## src/rtl/wb_byte_regs.sv

```systemverilog
module wb_byte_regs #(
  parameter logic [31:0] BASE_ADDR = 32'h2600_0000,
  parameter int NUM_REGS = 14,
  parameter logic [NUM_REGS*8-1:0] RW_MASK = 112'hFFFF_FFFF_FFFF_FFFF_FFFF_3C00_0FFF,
  parameter int GPIO_OFS = 12,
  parameter int WR_LAT = 2,
  parameter int GPIO_LAT = 9
) (
  input  logic        clk,
  input  logic        rst,
  input  logic        wb_cyc_i,
  input  logic        wb_stb_i,
  input  logic        wb_we_i,
  input  logic [3:0]  wb_sel_i,
  input  logic [31:0] wb_adr_i,
  input  logic [31:0] wb_dat_i,
  input  logic        take_en,
  output logic [31:0] wb_dat_o,
  output logic        wb_ack_o
);
  localparam int MAXL = (WR_LAT > GPIO_LAT) ? WR_LAT : GPIO_LAT;
  localparam int CW = $clog2(MAXL + 1);
  localparam logic [18:0] BASE_HI = BASE_ADDR[31:13];
  localparam logic [9:0] GPIO_WORD = 10'(GPIO_OFS / 4);

  logic [7:0]    regs [NUM_REGS];
  logic [CW-1:0] wait_cnt;
  logic [9:0]    word_q;
  logic [3:0]    sel_q;
  logic [31:0]   dat_q;
  logic          hit_q;
  logic [31:0]   rd_word;

  wire hit    = (wb_adr_i[31:13] == BASE_HI);
  wire accept = wb_cyc_i & wb_stb_i & take_en & ~wb_ack_o & (wait_cnt == '0);
  wire late   = (wb_adr_i[11:2] == GPIO_WORD);

  always_comb begin
    rd_word = '0;
    for (int r = 0; r < NUM_REGS; r++)
      if (hit && wb_adr_i[11:2] == 10'(r / 4))
        rd_word[8*(3 - (r % 4)) +: 8] = regs[r];
  end

  always_ff @(posedge clk) begin
    if (rst) begin
      for (int r = 0; r < NUM_REGS; r++) regs[r] <= '0;
      wait_cnt <= '0;
      word_q   <= '0;
      sel_q    <= '0;
      dat_q    <= '0;
      hit_q    <= 1'b0;
      wb_ack_o <= 1'b0;
      wb_dat_o <= '0;
    end else begin
      wb_ack_o <= accept;
      if (accept) begin
        wb_dat_o <= rd_word;
        word_q   <= wb_adr_i[11:2];
        sel_q    <= wb_sel_i;
        dat_q    <= wb_dat_i;
        hit_q    <= hit;
        if (wb_we_i) wait_cnt <= late ? CW'(GPIO_LAT) : CW'(WR_LAT);
      end else if (wait_cnt != '0) begin
        wait_cnt <= wait_cnt - 1'b1;
        if (wait_cnt == CW'(1)) begin
          for (int r = 0; r < NUM_REGS; r++)
            if (hit_q && word_q == 10'(r / 4) && sel_q[3 - (r % 4)])
              regs[r] <= (regs[r] & ~RW_MASK[8*r +: 8]) |
                         (dat_q[8*(3 - (r % 4)) +: 8] & RW_MASK[8*r +: 8]);
        end
      end
    end
  end
endmodule

```

## config.mk

```make
export PLATFORM = sky130hd
export DESIGN_NAME = wb_byte_regs
export DESIGN_NICKNAME = d
export VERILOG_FILES = /design/src/rtl/wb_byte_regs.sv
export SDC_FILE = /design/constraint.sdc
export NUM_CORES = 1
export LEC_CHECK = 0
export BUFFER_PORTS_ARGS = -buffer_cell sky130_fd_sc_hd__buf_2
export CAP_MARGIN = 10
export CORE_ASPECT_RATIO = 2
export CORE_MARGIN = 3
export CORE_UTILIZATION = 61
export DETAILED_ROUTE_END_ITERATION = 16
export PLACE_DENSITY = 0.84
export SLEW_MARGIN = 20
export SYNTH_ARGS = -nofsm -noshare
export SYNTH_HDL_FRONTEND = slang
export SYNTH_SLANG_ARGS = --single-unit
```

## constraint.sdc

```tcl
create_clock -name clk -period 8.1 [get_ports clk]
set_input_delay 0.405 -clock clk [delete_from_list [all_inputs] [get_ports clk]]
set_output_delay 0.405 -clock clk [all_outputs]
set_load 0.1 [all_outputs]
```

Word level (Yosys, flattened, before mapping)
Memory sizes are Yosys's and may differ from the RTL's. Cells that the tools add are included. W data, S select, Z words.

Muxes and demuxes: 118. Reductions and logical operators: 28. Add/subtract/negate cells: 1. Equality and inequality tests: 9. Bitwise operators: 21.

Operators with widths (number): $mux W8 (28); $mux W1 (86); $eq A10 B2 Y1 const B (4); $logic_and A1 B1 Y1 (22); $eq A10 B1 Y1 const B (2); $logic_not A10 Y1 (2); $eq A19 B17 Y1 const B (1); $mux W4 (4); $or A1 B1 Y1 (14); $or A8 B4 Y8 (1); $or A8 B6 Y8 (1); $and A1 B1 Y1 (4); $eq A4 B1 Y1 const B (1); $logic_not A4 Y1 (1); $reduce_bool A4 Y1 (1); $sub A4 B1 Y4 const B (1); $ne A2 B2 Y1 const B (1); $reduce_and A2 Y1 (1); $reduce_bool A2 Y1 (1); $not A1 Y1 (1).

Logic and storage cells: 185. RAM bits: 112. Flip-flop bits (word level): 84. Memories kept: 1.

Memory list: regs (words 14, width 8, rd ports 14, clocked after Yosys merged registers in 0, wr ports 14, RTL line 26) `logic [7:0] regs [NUM_REGS];`.

Depth between registers and ports, before layout
Gate-level depths: netlist (run 1).

Depth after elaboration: 10. Depth in mapped cells: 10. Depth with buffers taken out: 7.

Worst setup path before layout (run 1)
Ideal clock, no wire load.

Path kind: flip-flop to flip-flop. Start: register wb_ack_o. End: memory regs[11][0] (netlist: regs[0][88]), enable pin. Path slack: 5303 ps. Clock period less this slack: 2797 ps. Buffers on the path: 2. Arrival: 2423 ps. Data required time: 7725 ps. Cell stages (with the launch flop): 7. Cells stage by stage: dfxtp_1 and4b_1 buf_2 nand2_1 clkbuf_1 nand2_1 o21bai_1.

RTL lines: from (decl) (RTL line 19) `output logic wb_ack_o`; from (signal assigned) (RTL line 56) `wb_ack_o <= accept;`; to (decl) (RTL line 26).

==> results of run 1 <==
## stage by stage
| stage | std cells | area [µm²] | worst slack, ns |
|---|---|---|---|
| after floorplan | 685 | 7460 | 5.303 |
| after global placement | 883 | 7969 | 4.460 |
| after detailed placement | 883 | 7969 | 4.274 |
| after CTS | 915 | 8581 | 4.226 |
| after global routing | 915 | 8592 | 3.841 |
| final | 915 | 8592 | 4.208 |
## layout by cell type (no fill, tap or decap), types with 16 or more instances in the layout
cell,instances
a21oi_1,57
a22o_1,16
buf_2,103
clkbuf_16,17
dfxtp_1,84
edfxtp_1,96
inv_1,23
mux2i_1,17
nand2_1,51
nand2b_1,25
nand4_1,20
nor2_1,45
nor2b_1,24
nor3_1,31
o21ai_0,28
## sequential cells by signal (all words and copies together), names as in the netlist
signal	cells
wb_ack_o	1
word_q	10
wb_dat_o	32
hit_q	1
regs	96
dat_q	32
sel_q	4
wait_cnt	4
## power by group
part / internal (mW) / switching (mW)
Sequential: 1.02 / 0.0258
Combinational: 0.0926 / 0.151
Clock: 0.515 / 0.337
## cells by family (layout without fill, tap and decap cells)
| family | Yosys count | after routing | share of synthesized area, % |
|---|---|---|---|
| AOI/OAI and AO/OA | 151 | 151 | 12.58 |
| xor gates and xnor gates | 1 | 1 | 0.1174 |
| adders and majority gates | 3 | 3 | 0.5032 |
| buffers and inverters | 80 | 165 | 4.428 |
| DFF | 180 | 180 | 61.19 |
| muxes | 21 | 21 | 2.885 |
| and+or+nand+nor | 249 | 249 | 18.30 |
## how the worst max path moves through the flow
stage,depth (start not counted),to,slack [ns]
floorplan,6,regs[0][88],5.30
global placement,8,regs[0][103],4.46
detailed placement,8,regs[0][98],4.27
CTS,8,regs[0][99],4.23
global route,8,regs[0][1],3.84
finish,8,regs[0][0],4.21
## cell type report
cell class / instances / area [µm²]
Sequential cell: 180 / 4564
Fill cell: 808 / 3249
Multi-Input combinational cell: 425 / 2584
Timing Repair Buffer: 109 / 560.5
Clock buffer: 18 / 429.2
Clock inverter: 14 / 182.7
Tap cell: 145 / 181.4
Inverter: 24 / 90.09
## worst reg2reg max path, delay by kind of cell, from the launching register on
family | cells | cell delay, ns
compound gates | 1 | 0.93
buf+inv | 3 | 0.94
fa+ha+maj | 1 | 0.23
simple gates | 3 | 1.00
flops | 1 | 0.42
## metal layers
metal	part of all wire [%]	vias to the layer above
li1	-	2603
met1	33	2662
met2	57	237
met3	5.4	56
met4	4.3	0
met5	0	-
==> flow_summary_export.csv, run 1 <==
group,metric,value,unit
outcome,status,"finished clean",
clock_network,cts_tree,"built",
worst_hold_path,hold_depth,2,
yosys,yosys_warnings,0,
worst_setup_path,startpoint_type,"flip-flop",
clock_network,root_buffer,"clkbuf_16",
worst_setup_path,r2r-end,"regs[0][0]",
clock_network,cts.sinks,180,
route,via_count,5558,
layout,final_nets,834,
route,first_pass_iters,6,
global_route,grt_max_degree,81,
global_route,met2_usage,49.53,%
yosys,synth-seq-cells,180,
global_route,gr-total-overflow,0,
die,io_pins,107,
worst_setup_path,startpoint,"wait_cnt[0]",
yosys,yosysTopAreaCellShare,38.64,%
die,num_rows,56,
layout,insertedDiodeCount,0,
pwr,powerDensity,249.2,mW/mm²
worst_setup_path,cp.arrival,3.95,ns
clock_network,clk_pin_slew,0.06,ns
die,fp.coreArea,0.01184,mm²
sta,clock_skew,0.007163,ns
die,die_w,84.20,µm
placed_design,place_hpwl,11990,µm
yosys,ys_types,50,
worst_setup_path,cp.required,8.15,ns
sta,hold_ws,0.2054,ns
clock_network,ctsHtreeMaxLevel,4,
yosys,synth_top_flop_cell,"edfxtp_1",
sta,final-hold-violation-count,0,
sta,fin_crit,3.892,ns
die,dieArea,0.01367,mm²
yosys,avgSynthCellArea,10.89,µm²
sta,setup_viol,0,
job,cap_viol_max_count,0,
pwr,leakagePower,3.359,nW
clock_network,cts_buffer_depth,2,
yosys,synth_common_cells,"96 x edfxtp_1, 84 x dfxtp_1, 57 x a21oi_1, 52 x nand2_1, 45 x nor2_1",
worst_hold_path,hold_end,"dat_q[8]",
yosys,netlist_instances,685,
yosys,netlist_area,0.007460,mm²
worst_setup_path,crit_chain,"inv_1 -> ha_1 -> nor3b_1 -> buf_4 -> nand2_2 -> buf_4 -> nand2_1 -> o21bai_1",
route,route.antenna.remaining_nets,0,
sta,rsz0062_at_grt,"no",
worst_setup_path,path_delay_family,"simple AND/OR/NAND/NOR gates",
sta,tightest_slew,0.9314,ns
worst_setup_path,endpoint_kind,"flip-flop",
clock_network,clk_latency,0.42,ns
sta,fin_crit_sh,48.05,%
clock_network,cts_buffers,17,
worst_hold_path,min_from,"wb_dat_i[8]",
worst_setup_path,crit_slowest_cell,"o21bai_1",
yosys,yosysSeqAreaShare,61.19,%
worst_hold_path,hp-class,"input pin to flip-flop",
yosys,syn_nets,762,
worst_setup_path,r2r_slack,4.21,ns
clock_network,ctsHoldBuffers,0,
clock_network,postCtsResizedCells,0,
global_route,antenna_found_initial,0,
pwr,power,2.141,mW
worst_setup_path,worstReg2RegStart,"wait_cnt[0]",
yosys,synth_edf_count,96,
layout,area_growth,15.18,%
worst_setup_path,r2r_cells,8,
sta,max-slew-margin-rel,37.78,%
route,routed_wl,17620,µm
yosys,async_flop_share,0,%
die,die_h,162.4,µm
placed_design,portBuffers,103,
yosys,synth.most_common_cell,"edfxtp_1",
route,wire_per_inst,19.25,µm
global_route,grt_pass1_vias,5696,
sta,fmax,256.9,MHz
worst_setup_path,worstSetupPathType,"flip-flop to flip-flop",
layout,utilization,72.56,%
route,remaining_drc_errors,0,
global_route,grtUsageTotal,26.40,%
yosys,yosysTopAreaCell,"edfxtp_1",
clock_network,post_cts_buffers,0,
pwr,ir_worst_vdd,0.2120,mV
sta,tns,0,ns
sta,final-max-slew-violation-count,0,
layout,drive_gt1_share,20.39,%
yosys,yosys-top-cells-area,"edfxtp_1 39%, dfxtp_1 23%, a21oi_1 3.8%",
die,start_util,63.00,%
global_route,grtUsageMet3,4.759,%
global_route,top_usage_layer,"met2",
route,avgViaCountPerCell,6.074,
worst_setup_path,cp_max_fo,80,
worst_setup_path,crit_buf_inv,3,
worst_setup_path,critPathMostFrequentCell,"buf_4",
worst_setup_path,cpPeakStageDelay,0.92,ns
global_route,grt_pass1_wl,28010,µm
global_route,met1_usage,27.00,%
route,first_iter_violations,442,
placed_design,place_congestion,0.8663,
No activity file was read; power rests on OpenSTA's default activity.
==> run 2: changes to the inputs <==
--- a/config.mk
+++ b/config.mk
@@ -9,9 +9,9 @@
 export CAP_MARGIN = 10
 export CORE_ASPECT_RATIO = 2
 export CORE_MARGIN = 3
-export CORE_UTILIZATION = 61
+export CORE_UTILIZATION = 51
 export DETAILED_ROUTE_END_ITERATION = 16
-export PLACE_DENSITY = 0.84
+export PLACE_DENSITY = 0.75
 export SLEW_MARGIN = 20
 export SYNTH_ARGS = -nofsm -noshare
 export SYNTH_HDL_FRONTEND = slang
==> constraint.sdc (replaced) <==
create_clock -name clk -period 3.1 [get_ports clk]
set_input_delay 0.155 -clock clk [delete_from_list [all_inputs] [get_ports clk]]
set_output_delay 0.155 -clock clk [all_outputs]
set_load 0.1 [all_outputs]
==> flow_summary_export.csv, run 2 (same netlist as run 1, synthesis figures left out) <==
group,metric,value,unit
outcome,status,"finished clean",
route,remaining_drc_errors,0,
worst_setup_path,startpoint,"wait_cnt[0]",
global_route,gr-total-overflow,0,
layout,finalInstanceArea,0.009119,mm²
global_route,grt_pass1_vias,5637,
die,dieArea,0.01620,mm²
worst_hold_path,hp-class,"input pin to flip-flop",
route,first_pass_iters,5,
global_route,top_usage_layer,"met2",
layout,area_growth,22.24,%
layout,reg_top3,"regs: 96 flops, dat_q: 32 flops, wb_dat_o: 32 flops",
clock_network,cts_tree,"built",
worst_setup_path,r2r_cells,8,
global_route,met2_usage,42.75,%
sta,tightest_slew,0.6793,ns
layout,final_cell_mix,"103 x buf_2, 96 x edfxtp_1, 84 x dfxtp_1",
global_route,grtUsageTotal,22.37,%
clock_network,root_buffer,"clkbuf_16",
layout,fillers,1128,
worst_setup_path,cp.arrival,2.68,ns
sta,fin_crit_sh,82.06,%
global_route,antenna_found_initial,0,
worst_setup_path,r2r_slack,0.56,ns
worst_setup_path,cp_max_fo,16,
die,num_rows,61,
route,avgViaCountPerCell,5.610,
route,route.antenna.remaining_nets,0,
pwr,ir_worst_vdd,0.3843,mV
route,first_iter_violations,344,
worst_setup_path,cp.required,3.24,ns
layout,final_nets,892,
die,io_pins,107,
sta,rsz0062_at_grt,"no",
global_route,grtUsageMet3,4.894,%
sta,max-slew-margin-rel,54.71,%
worst_setup_path,endpoint_kind,"flip-flop",
layout,multi_input_area,0.002572,mm²
worst_hold_path,hold_end,"dat_q[23]",
clock_network,ctsHtreeMaxLevel,4,
die,die_w,91.52,µm
global_route,grt_max_degree,57,
sta,fmax,393.1,MHz
sta,hold_ws,0.002466,ns
sta,clock_skew,0.01185,ns
sta,final-max-slew-violation-count,0,
layout,insertedDiodeCount,0,
clock_network,cts.sinks,180,
worst_hold_path,hold_depth,3,
layout,largest_register,"regs",
worst_setup_path,startpoint_type,"flip-flop",
global_route,grt_pass1_wl,27900,µm
pwr,powerDensity,595.1,mW/mm²
sta,final-hold-violation-count,0,
worst_setup_path,worstReg2RegStart,"wait_cnt[0]",
clock_network,clk_pin_slew,0.06,ns
sta,fin_crit,2.544,ns
pwr,leakagePower,3.563,nW
layout,layout_commonest_cell,"buf_2",
layout,drive_gt1_share,21.26,%
route,via_count,5705,
die,start_util,52.83,%
clock_network,cts_buffers,17,
route,wire_per_inst,17.42,µm
placed_design,portBuffers,103,
clock_network,clk_latency,0.42,ns
worst_setup_path,r2r-end,"regs[0][32]",
global_route,met1_usage,22.49,%
layout,largest_reg_flops,96,
job,cap_viol_max_count,0,
placed_design,dpl_cell_area,0.008194,mm²
die,fp.coreArea,0.01412,mm²
layout,area.sequential,0.004564,mm²
sta,tns,0,ns
worst_setup_path,worstSetupPathType,"flip-flop to flip-flop",
sta,setup_viol,0,
placed_design,place_hpwl,12650,µm
clock_network,cts_buffer_depth,2,
route,routed_wl,17720,µm
placed_design,place_congestion,0.8250,
die,die_h,177.0,µm
worst_hold_path,min_from,"wb_dat_i[23]",
## run 2: cell count changes in the layout (fill, tap and decap cells not counted), moves of 2 or more
cell / change
nor2b_2: -2
bufinv_16: -3
clkinv_4: +3
dlygate4sd3_1: +37
inv_6: -2
clkinvlp_4: +2
nor2b_1: +2
buf_4: +20
## run 2: how the worst max path moves through the flow
stage                              to  slack (ns)  depth (start not counted)
after floorplan           regs[0][88]        0.30                          6
after global placement    regs[0][33]        0.74                          8
after detailed placement  regs[0][33]        0.66                          8
after CTS                 regs[0][32]        0.59                          8
after global routing      regs[0][32]        0.39                          8
final                     regs[0][32]        0.56                          8
## run 2: report_power, final
part	switching [mW]	internal, mW	leakage (nW)
sequential	0.0702	2.66	1.67
combinational	0.410	0.285	1.62
clock	0.874	1.13	0.268
total	1.35	4.07	3.56
## run 2: repair_timing
item                       4_1_cts  5_1_grt
resized for setup                0        0
hold buffers                    37        0
hold endpoints to repair        37        0
setup endpoints to repair        0        0
setup buffers                    0        0
## run 2: layout make-up
type / count / share of cell area (%)
Sequential cell: 180 / 50.05
Multi-Input combinational cell: 425 / 28.21
Timing Repair Buffer: 167 / 12.07
Clock buffer: 20 / 4.898
Tap cell: 189 / 2.593
Clock inverter: 12 / 1.180
Inverter: 24 / 0.9879
## run 2: worst max-delay path, cell delays in order, from the launching register on
cell and delay, ns:
dfxtp_1 0.44, inv_1 0.12, ha_1 0.24, nor3b_1 0.14, buf_4 0.18, nand2_2 0.07, nand2_1 0.33, o21bai_1 0.49
buf_4 0.24
## run 2: stage by stage
step	instances	power [mW]	util (%)	worst slack (ns)
6_report	1017	5.427	64.58	0.5561
4_1_cts	1017	5.444	64.58	0.5857
2_1_floorplan	685	3.204	-	0.3029
3_3_place_gp	948	3.377	58.03	0.7402
5_1_grt	1017	5.631	64.58	0.3883
3_5_place_dp	948	3.425	58.03	0.6639
## run 2: metal layers
metal | part of all wire, % | vias to the layer above
li1 | - | 2731
met1 | 34 | 2740
met2 | 57 | 195
met3 | 5.4 | 39
met4 | 3.1 | 0
met5 | 0 | -
==> run 3: changes to the inputs <==
--- a/config.mk
+++ b/config.mk
@@ -9,9 +9,9 @@
 export CAP_MARGIN = 10
 export CORE_ASPECT_RATIO = 2
 export CORE_MARGIN = 3
-export CORE_UTILIZATION = 51
+export CORE_UTILIZATION = 57
 export DETAILED_ROUTE_END_ITERATION = 16
-export PLACE_DENSITY = 0.75
+export PLACE_DENSITY = 0.79
 export SLEW_MARGIN = 20
 export SYNTH_ARGS = -nofsm -noshare
 export SYNTH_HDL_FRONTEND = slang
==> constraint.sdc (replaced) <==
create_clock -name clk -period 2.47 [get_ports clk]
set_input_delay 0.1235 -clock clk [delete_from_list [all_inputs] [get_ports clk]]
set_output_delay 0.1235 -clock clk [all_outputs]
set_load 0.1 [all_outputs]
==> flow_summary_export.csv, run 3 (same netlist as run 1, synthesis figures left out) <==
group,metric,value,unit
route,via_count,5825,
route,routed_wl,18340,µm
global_route,gr-total-overflow,0,
worst_setup_path,cp_max_fo,15,
sta,fmax,436.9,MHz
placed_design,place_hpwl,12840,µm
layout,area_growth,24.02,%
worst_setup_path,crit_chain,"dlygate4sd3_1 -> buf_2 -> or4_1 -> or3_4 -> o21ai_0 -> o31ai_1",
layout,layout_commonest_cell,"buf_2",
job,cap_viol_max_count,0,
sta,clock_skew,0.008528,ns
placed_design,portBuffers,103,
clock_network,ctsHtreeMaxLevel,4,
sta,rsz0062_at_grt,"no",
die,num_rows,58,
clock_network,root_buffer,"clkbuf_16",
worst_setup_path,cp.arrival,2.58,ns
route,first_iter_violations,368,
global_route,grtUsageTotal,25.83,%
clock_network,cts.sinks,180,
pwr,leakagePower,3.655,nW
layout,drive_gt1_share,22.71,%
sta,fin_crit,2.289,ns
route,avgViaCountPerCell,5.878,
route,wire_per_inst,18.50,µm
worst_hold_path,hp-class,"input pin to flip-flop",
sta,tightest_slew,0.8045,ns
layout,reg_top3,"regs: 96 flops, dat_q: 32 flops, wb_dat_o: 32 flops",
route,route.antenna.remaining_nets,0,
clock_network,clk_pin_slew,0.07,ns
sta,setup_viol,0,
layout,insertedDiodeCount,0,
layout,fillers,865,
pwr,ir_worst_vdd,0.6418,mV
layout,largest_register,"regs",
outcome,status,"finished clean",
global_route,grt_pass1_wl,28840,µm
clock_network,post_cts_buffers,0,
worst_setup_path,startpoint_type,"input pin",
layout,final_nets,905,
layout,final_cell_mix,"103 x buf_2, 96 x edfxtp_1, 82 x dfxtp_1",
clock_network,cts_tree,"built",
worst_setup_path,crit_slowest_cell,"or4_1",
die,die_w,86.89,µm
route,first_pass_iters,6,
sta,final-hold-violation-count,0,
worst_setup_path,endpoint_kind,"flip-flop",
clock_network,clk_latency,0.42,ns
die,dieArea,0.01458,mm²
clock_network,cts_buffers,17,
route,remaining_drc_errors,0,
sta,hold_ws,0.01354,ns
pwr,powerDensity,755.1,mW/mm²
die,fp.coreArea,0.01270,mm²
layout,largest_reg_flops,96,
clock_network,cts_buffer_depth,2,
placed_design,place_congestion,0.8465,
global_route,grt_max_degree,60,
sta,fin_crit_sh,92.67,%
worst_setup_path,path_delay_family,"simple AND/OR/NAND/NOR gates",
global_route,antenna_found_initial,0,
worst_setup_path,cp.required,2.76,ns
worst_setup_path,cpPeakStageDelay,0.60,ns
worst_setup_path,crit_buf_inv,2,
sta,tns,0,ns
die,start_util,58.74,%
worst_setup_path,worstSetupPathType,"input pin to flip-flop",
sta,max-slew-margin-rel,46.37,%
sta,final-max-slew-violation-count,0,
global_route,grt_pass1_vias,5806,
die,die_h,167.8,µm
die,io_pins,107,
[run 3: cell count changes in the layout (fill, tap and decap cells not counted), sizes merged]
cell	before	now
clkinvlp	2	1
clkinv	8	6
inv	25	31
dlygate4sd3	37	45
clkbuf	20	17
buf	130	135
[run 3: path summary, 6_finish.rpt]
| path | slack (ns) | from | cells past startpoint | endpoint |
|---|---|---|---|---|
| setup / recovery | 0.18 | wb_adr_i[4] | 6 | wb_dat_o[19] |
| hold / removal | 0.01 | wb_adr_i[13] | 4 | hit_q |
| setup reg to reg | 0.21 | wait_cnt[0] | 7 | regs[0][26] |
| hold reg to reg | 0.45 | wb_dat_o[15] | 2 | wb_dat_o[15] |
[run 3: worst min-delay path: cells and delay by family]
kind | cells | cell delay [ns]
buf+inv | 1 | 0.08
simple gates | 2 | 0.11
compound gates | 1 | 0.06
[run 3: repair_timing]
action / in CTS / in global routing
endpoints found under the hold margin: 45 / 0
gates resized for setup: 0 / 4
endpoints found under the setup margin: 0 / 66
hold buffers: 45 / 0
[run 3: where the power goes]
group	total (mW)	switching, mW	internal [mW]
registers	3.43	0.0906	3.34
logic	0.918	0.519	0.399
clock network	2.64	1.20	1.43
total	6.99	1.81	5.17
[run 3: per-stage QoR]
stage	instance area (µm²)	instances	utilization, %	setup slack, ns	power (mW)
after floorplan	7468	685	-	0.04258	4.023
after global placement	8204	914	64.60	0.1881	4.276
after detailed placement	8204	914	64.60	0.08945	4.337
after CTS	9243	991	72.78	0.04249	7.002
after global routing	9251	991	72.85	0.09748	7.256
final	9251	991	72.85	0.1810	6.985
[run 3: cell type report]
| type | count | area [µm²] | share of cell area [%] |
|---|---|---|---|
| Tap cell | 150 | 187.7 | 2.029 |
| Timing Repair Buffer | 180 | 1231 | 13.31 |
| Sequential cell | 180 | 4567 | 49.36 |
| Clock buffer | 17 | 425.4 | 4.598 |
| Clock inverter | 15 | 162.7 | 1.758 |
| Multi-Input combinational cell | 425 | 2587 | 27.97 |
| Inverter | 24 | 90.09 | 0.9738 |
[run 3: per-layer routing]
metal	wire [µm]	GRT usage [%]
met2	10380	47.80
met5	0	0
met4	925	14.52
met1	6117	25.97
met3	917	4.750
